## config.mk

```make
export PLATFORM = sky130hd
export DESIGN_NAME = irq_enable_deleg
export DESIGN_NICKNAME = d
export VERILOG_FILES = /design/src/rtl/irq_enable_deleg.sv
export SDC_FILE = /design/constraint.sdc
export NUM_CORES = 1
export LEC_CHECK = 0
export BUFFER_PORTS_ARGS = -buffer_cell sky130_fd_sc_hd__buf_2
export CORE_AREA = 3 3 129 131
export CTS_CLUSTER_SIZE = 24
export DETAILED_ROUTE_END_ITERATION = 10
export DIE_AREA = 0 0 132 134
export PLACE_DENSITY = 0.53
export SETUP_SLACK_MARGIN = 0.2
export SLEW_MARGIN = 15
export SYNTH_ARGS = -nofsm -noshare
export SYNTH_HDL_FRONTEND = slang
export SYNTH_SLANG_ARGS = --single-unit
```

## constraint.sdc

```tcl
create_clock -name clk -period 2.4 [get_ports clk]
set_clock_uncertainty 0.15 [all_clocks]
set_input_delay 0.6 -clock clk [delete_from_list [all_inputs] [get_ports clk]]
set_output_delay 0.6 -clock clk [all_outputs]
set_load 0.05 [all_outputs]
```

## src/rtl/irq_enable_deleg.sv

```systemverilog
module irq_enable_deleg #(
  parameter int          XLEN        = 64,
  parameter logic [63:0] IMPL_MASK   = 64'hAAA,
  parameter logic [63:0] DELEG_MASK  = 64'h222,
  parameter logic [63:0] SWPEND_MASK = 64'h002
) (
  input  logic            clk,
  input  logic            rst_n,
  input  logic [1:0]      priv_i,
  input  logic            csr_valid_i,
  input  logic            csr_we_i,
  input  logic [11:0]     csr_addr_i,
  input  logic [XLEN-1:0] csr_wdata_i,
  input  logic [XLEN-1:0] hw_pend_i,
  output logic [XLEN-1:0] csr_rdata_o,
  output logic            illegal_o,
  output logic [XLEN-1:0] irq_m_o,
  output logic [XLEN-1:0] irq_s_o
);
  localparam logic [11:0] A_MIE = 12'h304;
  localparam logic [11:0] A_MDL = 12'h303;
  localparam logic [11:0] A_MIP = 12'h344;
  localparam logic [11:0] A_SIE = 12'h104;
  localparam logic [11:0] A_SIP = 12'h144;
  localparam logic [XLEN-1:0] IMPL  = IMPL_MASK[XLEN-1:0];
  localparam logic [XLEN-1:0] DMSK  = DELEG_MASK[XLEN-1:0];
  localparam logic [XLEN-1:0] SWMSK = SWPEND_MASK[XLEN-1:0];

  logic [XLEN-1:0] en_q, en_d, dl_q, dl_d, sw_q, sw_d, pend;
  logic            wr;

  assign illegal_o = csr_valid_i && (csr_addr_i[9:8] > priv_i);
  assign wr        = csr_valid_i && csr_we_i && !illegal_o;
  assign pend      = (hw_pend_i & IMPL & ~SWMSK) | sw_q;
  assign irq_m_o   = pend & en_q & ~dl_q;
  assign irq_s_o   = pend & en_q & dl_q;

  always_comb begin
    en_d = en_q;
    dl_d = dl_q;
    sw_d = sw_q;
    if (wr) begin
      case (csr_addr_i)
        A_MIE:   en_d = csr_wdata_i & IMPL;
        A_SIE:   en_d = (en_q & ~dl_q) | (csr_wdata_i & dl_q);
        A_MDL:   dl_d = csr_wdata_i & DMSK;
        A_MIP:   sw_d = csr_wdata_i & SWMSK;
        A_SIP:   sw_d = (sw_q & ~dl_q) | (csr_wdata_i & dl_q & SWMSK);
        default: ;
      endcase
    end
  end

  always_comb begin
    csr_rdata_o = '0;
    if (csr_valid_i && !illegal_o) begin
      case (csr_addr_i)
        A_MIE:   csr_rdata_o = en_q;
        A_MDL:   csr_rdata_o = dl_q;
        A_MIP:   csr_rdata_o = pend;
        A_SIE:   csr_rdata_o = en_q & dl_q;
        A_SIP:   csr_rdata_o = pend & dl_q;
        default: ;
      endcase
    end
  end

  always_ff @(posedge clk or negedge rst_n) begin
    if (!rst_n) begin
      en_q <= '0;
      dl_q <= '0;
      sw_q <= '0;
    end else begin
      en_q <= en_d;
      dl_q <= dl_d;
      sw_q <= sw_d;
    end
  end

  p_sie_keeps_undelegated_r4: assert property (@(posedge clk) disable iff (!rst_n)
    (wr && csr_addr_i == A_SIE) |=> (((en_q ^ $past(en_q)) & ~$past(dl_q)) == '0));

  p_illegal_no_write_r8: assert property (@(posedge clk) disable iff (!rst_n)
    illegal_o |=> ($stable(en_q) && $stable(dl_q) && $stable(sw_q)));

  p_unmapped_no_write_r9: assert property (@(posedge clk) disable iff (!rst_n)
    (csr_valid_i && csr_addr_i != A_MIE && csr_addr_i != A_SIE && csr_addr_i != A_MDL &&
     csr_addr_i != A_MIP && csr_addr_i != A_SIP) |=> ($stable(en_q) && $stable(dl_q) && $stable(sw_q)));

  p_deleg_legal_bits_r3: assert property (@(posedge clk) disable iff (!rst_n)
    (dl_q & ~DMSK) == '0);

  p_enable_legal_bits_r2: assert property (@(posedge clk) disable iff (!rst_n)
    (en_q & ~IMPL) == '0);

  p_irq_disjoint_r10: assert property (@(posedge clk) disable iff (!rst_n)
    (irq_m_o & irq_s_o) == '0);

  p_sip_guarded_r7: assert property (@(posedge clk) disable iff (!rst_n)
    (wr && csr_addr_i == A_SIP && !dl_q[1]) |=> $stable(sw_q));
endmodule

```

# [Yosys cells after proc, flatten, opt, wreduce, memory -nomap -nowiden]
# Index checks and enable logic that the tools add are counted.
[word_totals] output_inout_bits=193 reg_bits=131 elab_cells=35 inputBits=146
[classes] n_eq_ne=5 reduce_logical=10 mux=4 magnitude_cmp=1 bitwise=12
[op_table] op="64-bit one-hot mux with 5 select lines" n=1
[op_table] op="64-bit by 10-bit AND with 64-bit output" n=4
[op_table] op="64-bit AND" n=4
[op_table] op="64-bit one-hot mux with 2 select lines" n=2
[op_table] op="64-bit 2-to-1 mux" n=1
[op_table] op="10-bit inverter with 64-bit output" n=1
[op_table] op="12-bit by 64-bit bitwise OR with 64-bit output" n=1
[op_table] op="64-bit by 2-bit bitwise OR with 64-bit output" n=1
[op_table] op="64-bit bitwise OR" n=1
[op_table] op="12-bit by 10-bit == test with 1-bit output, second input constant" n=3
[op_table] op="12-bit by 9-bit == test with 1-bit output, second input constant" n=2
[op_table] op="2-bit AND reduction" n=3
[op_table] op="1-bit logical AND" n=4
[op_table] op="2-bit nonzero test" n=2
[op_table] op="2-bit greater-than comparator" n=1
[op_table] op="1-bit zero test" n=1

# [Logic depth before layout (Yosys ltp)]
[depth] word_depth=5 mapped_depth=6 mapped_depth_nobuf=6

# [Worst setup path before layout]
# OpenSTA, ideal clock, no wires.
[synth_timing] path_kind="in2out" from="input port csr_addr_i[1]" to="output port csr_rdata_o[9]" slack_ps=-773 arrival_ps=2423 path_stages=5 path_buffers=1 cell_sequence="or4b_1 clkbuf_1 a211oi_1 o21ai_0 a21oi_1"
[synth_between] elab_chain_cells=3 elab_cells_between_ends=7
[synth_rtl] element="from (decl)" line="12" source="input logic [11:0] csr_addr_i,"
[synth_rtl] element="12-bit by 9-bit == test with 1-bit output / 12-bit by 10-bit == test with 1-bit output (equally long branches)" line="57" source="case (csr_addr_i)"
[synth_rtl] element="64-bit one-hot mux with 5 select lines *" line="57"
[synth_rtl] element="64-bit 2-to-1 mux *" line="56" source="if (csr_valid_i && !illegal_o) begin"
[synth_rtl] element="to (decl)" line="15" source="output logic [XLEN-1:0] csr_rdata_o,"
# Mark *: on every way between the ends. The rest lies on a longest branch, timed or not.

# [Final worst setup path]
[layout_timing] from="input port csr_addr_i[5]" to="output port csr_rdata_o[9]"
# Same word-level chain as after synthesis.

==> results.md <==
* Status: finished, violations left
* Failing checks: negative setup slack
* Final routed DRC violation total at 0
* Clock tree root buffer cell: clkbuf_16
* Tot Pwr at 1.29 mW
* Layout cells sized above 1 at 0.299
* WL per Instance at 7.81 um
* Port Buffers at 44
* Drt total wl at 4380 um
* Lkg Pwr at 1.35 nW
* Max IR drop VDD at 0.179 mV
* Final WS setup at -0.369 ns
* TritonCTS clock tree: yes
* Mean Syn Cell Area at 7.94 um2
* Largest net degree at the start of global routing at 13
* Global-route wire length before repair at 5660 um
* CP arrival at 2.02 ns
* Dpl cell area at 2210 um2
* Tmin final at 2.77 ns
* Clock-pin slew on the worst setup and hold paths at 0.05 ns
* Worst Path Required at 1.65 ns
* Cts bufs inserted at 3
* Vias per inst at 2.57
* Routability cong. at 0.708
* Leading area contributor after synthesis: buf_4
* GR Overflow Total at 0
* Fin crit share at 1.15
* Mapped Cells at 276
* Vias in the first global route at 1079
* Cells on worst reg2reg path at 4
* Fin. max-slew vios at 0
* Sink Count at 12
* FF-to-FF Start: dl_q[5]$_DFFE_PN0P_
* Nets at 494
* Initial drt markers at 14
* Detailed Place HPWL at 3880 um
* Vias at 1440
* Post-route ant nets at 0
* Setup Viol. Count Final at 18
* WHS at 0.0934 ns
* Synth warn at 0
* Critical path class: in2out
* Synth Register Bits at 12
* ANT cells at 0
* DIE AREA at 17700 um2
* CTS max path bufs at 2
* Htree depth at 1
* Max-cap viol count at 0
* DIE WIDTH at 132 um
* Ports at 339
* Clk_lat worst skew at 0.24 ns
* Hold buffers post-CTS at 0
* Core area at 15700 um2
* PwrDens at 507 nW/um2
* DIE HEIGHT at 134 um
* Antenna violations before repair at 0
* Initial Utilization at 0.139
* Synth unique cells at 30
* Critical Path Start Type: input pin
* Num rows at 46
* Filler instances at 1797
* Mapped Area at 2190 um2
* Post-route cell area at 2550 um2
* Fin. Hold Viols at 0
* Post-synth top area share at 0.607
* Tot GR Track Use at 0.0402
* Synth area leaders: buf_4, dfrtp_1, mux2_2
* Area growth, synth to finish at 16.4%
* Sequential share of the synthesized area at 0.137
* DRT Pass-1 Iters at 6
* Seq. cell area at 300 um2
* Max Freq at 361 MHz
* RSZ-0062 raised after global routing: yes
* Hold Path Class: in2async
* Crit end category: output port
* Setup slack, reg-to-reg at 1.06 ns
* Worst R2R End: en_q[5]$_DFFE_PN0P_
* Crit-path max FO at 4
* Area of the multi-input gates at 1340 um2
==> worst max-delay path, stage by stage <==
cell and delay (ns):
buf_6 0.09, or4b_4 0.54, nor4_4 0.22, buf_4 0.21, nand2_8 0.07, a21oi_4 0.14, buf_12 0.15
==> layout make-up <==
type / instances / area share
Timing Repair Buffer: 69 / 0.207
Clock buffer: 4 / 0.0348
Tap cell: 216 / 0.106
Multi-Input combinational cell: 254 / 0.526
Inverter: 6 / 0.00883
Sequential cell: 12 / 0.118
==> registers in the layout, summed over array words and instances, names as in the netlist <==
register	count
en_q	6
dl_q	3
sw_q	3
==> where the power goes <==
group / switching, mW / internal [mW]
clock network: 0.0915 / 0.252
logic: 0.674 / 0.0718
registers: 0.000260 / 0.203
==> cell usage after synthesis, drive strengths merged <==
cell / count
mux2i: 4
inv: 6
nor4: 1
a211oi: 1
o41a: 2
nand2b: 1
and4: 1
mux2: 10
or4b: 2
nor4b: 2
and2: 3
clkbuf: 3
nand2: 7
o211ai: 1
nor3: 5
nor2b: 1
nor2: 17
ha: 2
o21ai: 5
and3: 2
buf: 177
nand3: 5
conb: 1
a21oi: 4
dfrtp: 12
nand4: 1
==> stage by stage <==
step | instances | setup TNS [ns] | worst slack, ns | util
finish | 561 | -3.58 | -0.369 | 0.162
detailed placement | 547 | -5.34 | -0.575 | 0.141
CTS | 557 | -4.58 | -0.507 | 0.159
floorplan | 452 | -2.59 | -0.497 | -
global route | 561 | -5.72 | -0.485 | 0.162
global placement | 547 | -5.45 | -0.587 | 0.141
==> placed cells by master (no fill, tap or decap), drive strengths merged <==
cell type	n
conb	177
buf	69
nor2	17
dfrtp	12
mux2	10
nand2	7
inv	6
nor3	5
o21ai	5
nand3	5
mux2i	4
a21oi	4
clkbuf	4
and2	3
nor4b	2
and3	2
o41a	2
or4b	2
ha	2
nor2b	1
nor4	1
nand4	1
a211oi	1
o211ai	1
nand2b	1
and4	1
==> worst max path at each step <==
stage              startpoint             end  slack (ns)  cells past startpoint
2_1_floorplan   csr_addr_i[1]  csr_rdata_o[9]       -0.50                      5
3_3_place_gp    csr_addr_i[5]  csr_rdata_o[5]       -0.59                      7
4_1_cts        csr_addr_i[11]  csr_rdata_o[9]       -0.51                      7
5_1_grt         csr_addr_i[5]  csr_rdata_o[1]       -0.48                      7
3_5_place_dp    csr_addr_i[5]  csr_rdata_o[1]       -0.57                      7
6_report        csr_addr_i[5]  csr_rdata_o[9]       -0.37                      7
==> per-layer routing <==
| metal | routed length, um | GRT usage | up-vias |
|---|---|---|---|
| met5 | 0 | 0 | - |
| met4 | 12 | 0.00525 | 0 |
| met3 | 705 | 0.0139 | 2 |
| met2 | 2020 | 0.0687 | 145 |
| met1 | 1640 | 0.0504 | 627 |
| li1 | - | - | 666 |
==> kinds of logic after synthesis <==
kind of cell,count (synthesis),synth area share
AOI/OAI and AO/OA,13,0.0377
adders and majority gates,2,0.0114
buffers and inverters,186,0.622
DFF,12,0.137
muxes,14,0.0697
other,1,0.00171
and+or+nand+nor,48,0.121
==> timing repair <==
item	CTS	global route
setup buffers	6	4
pin swaps	6	4
endpoints found under the setup margin	17	19
gates resized for setup	37	7
Note: power is estimated with default switching activity, not from simulation.
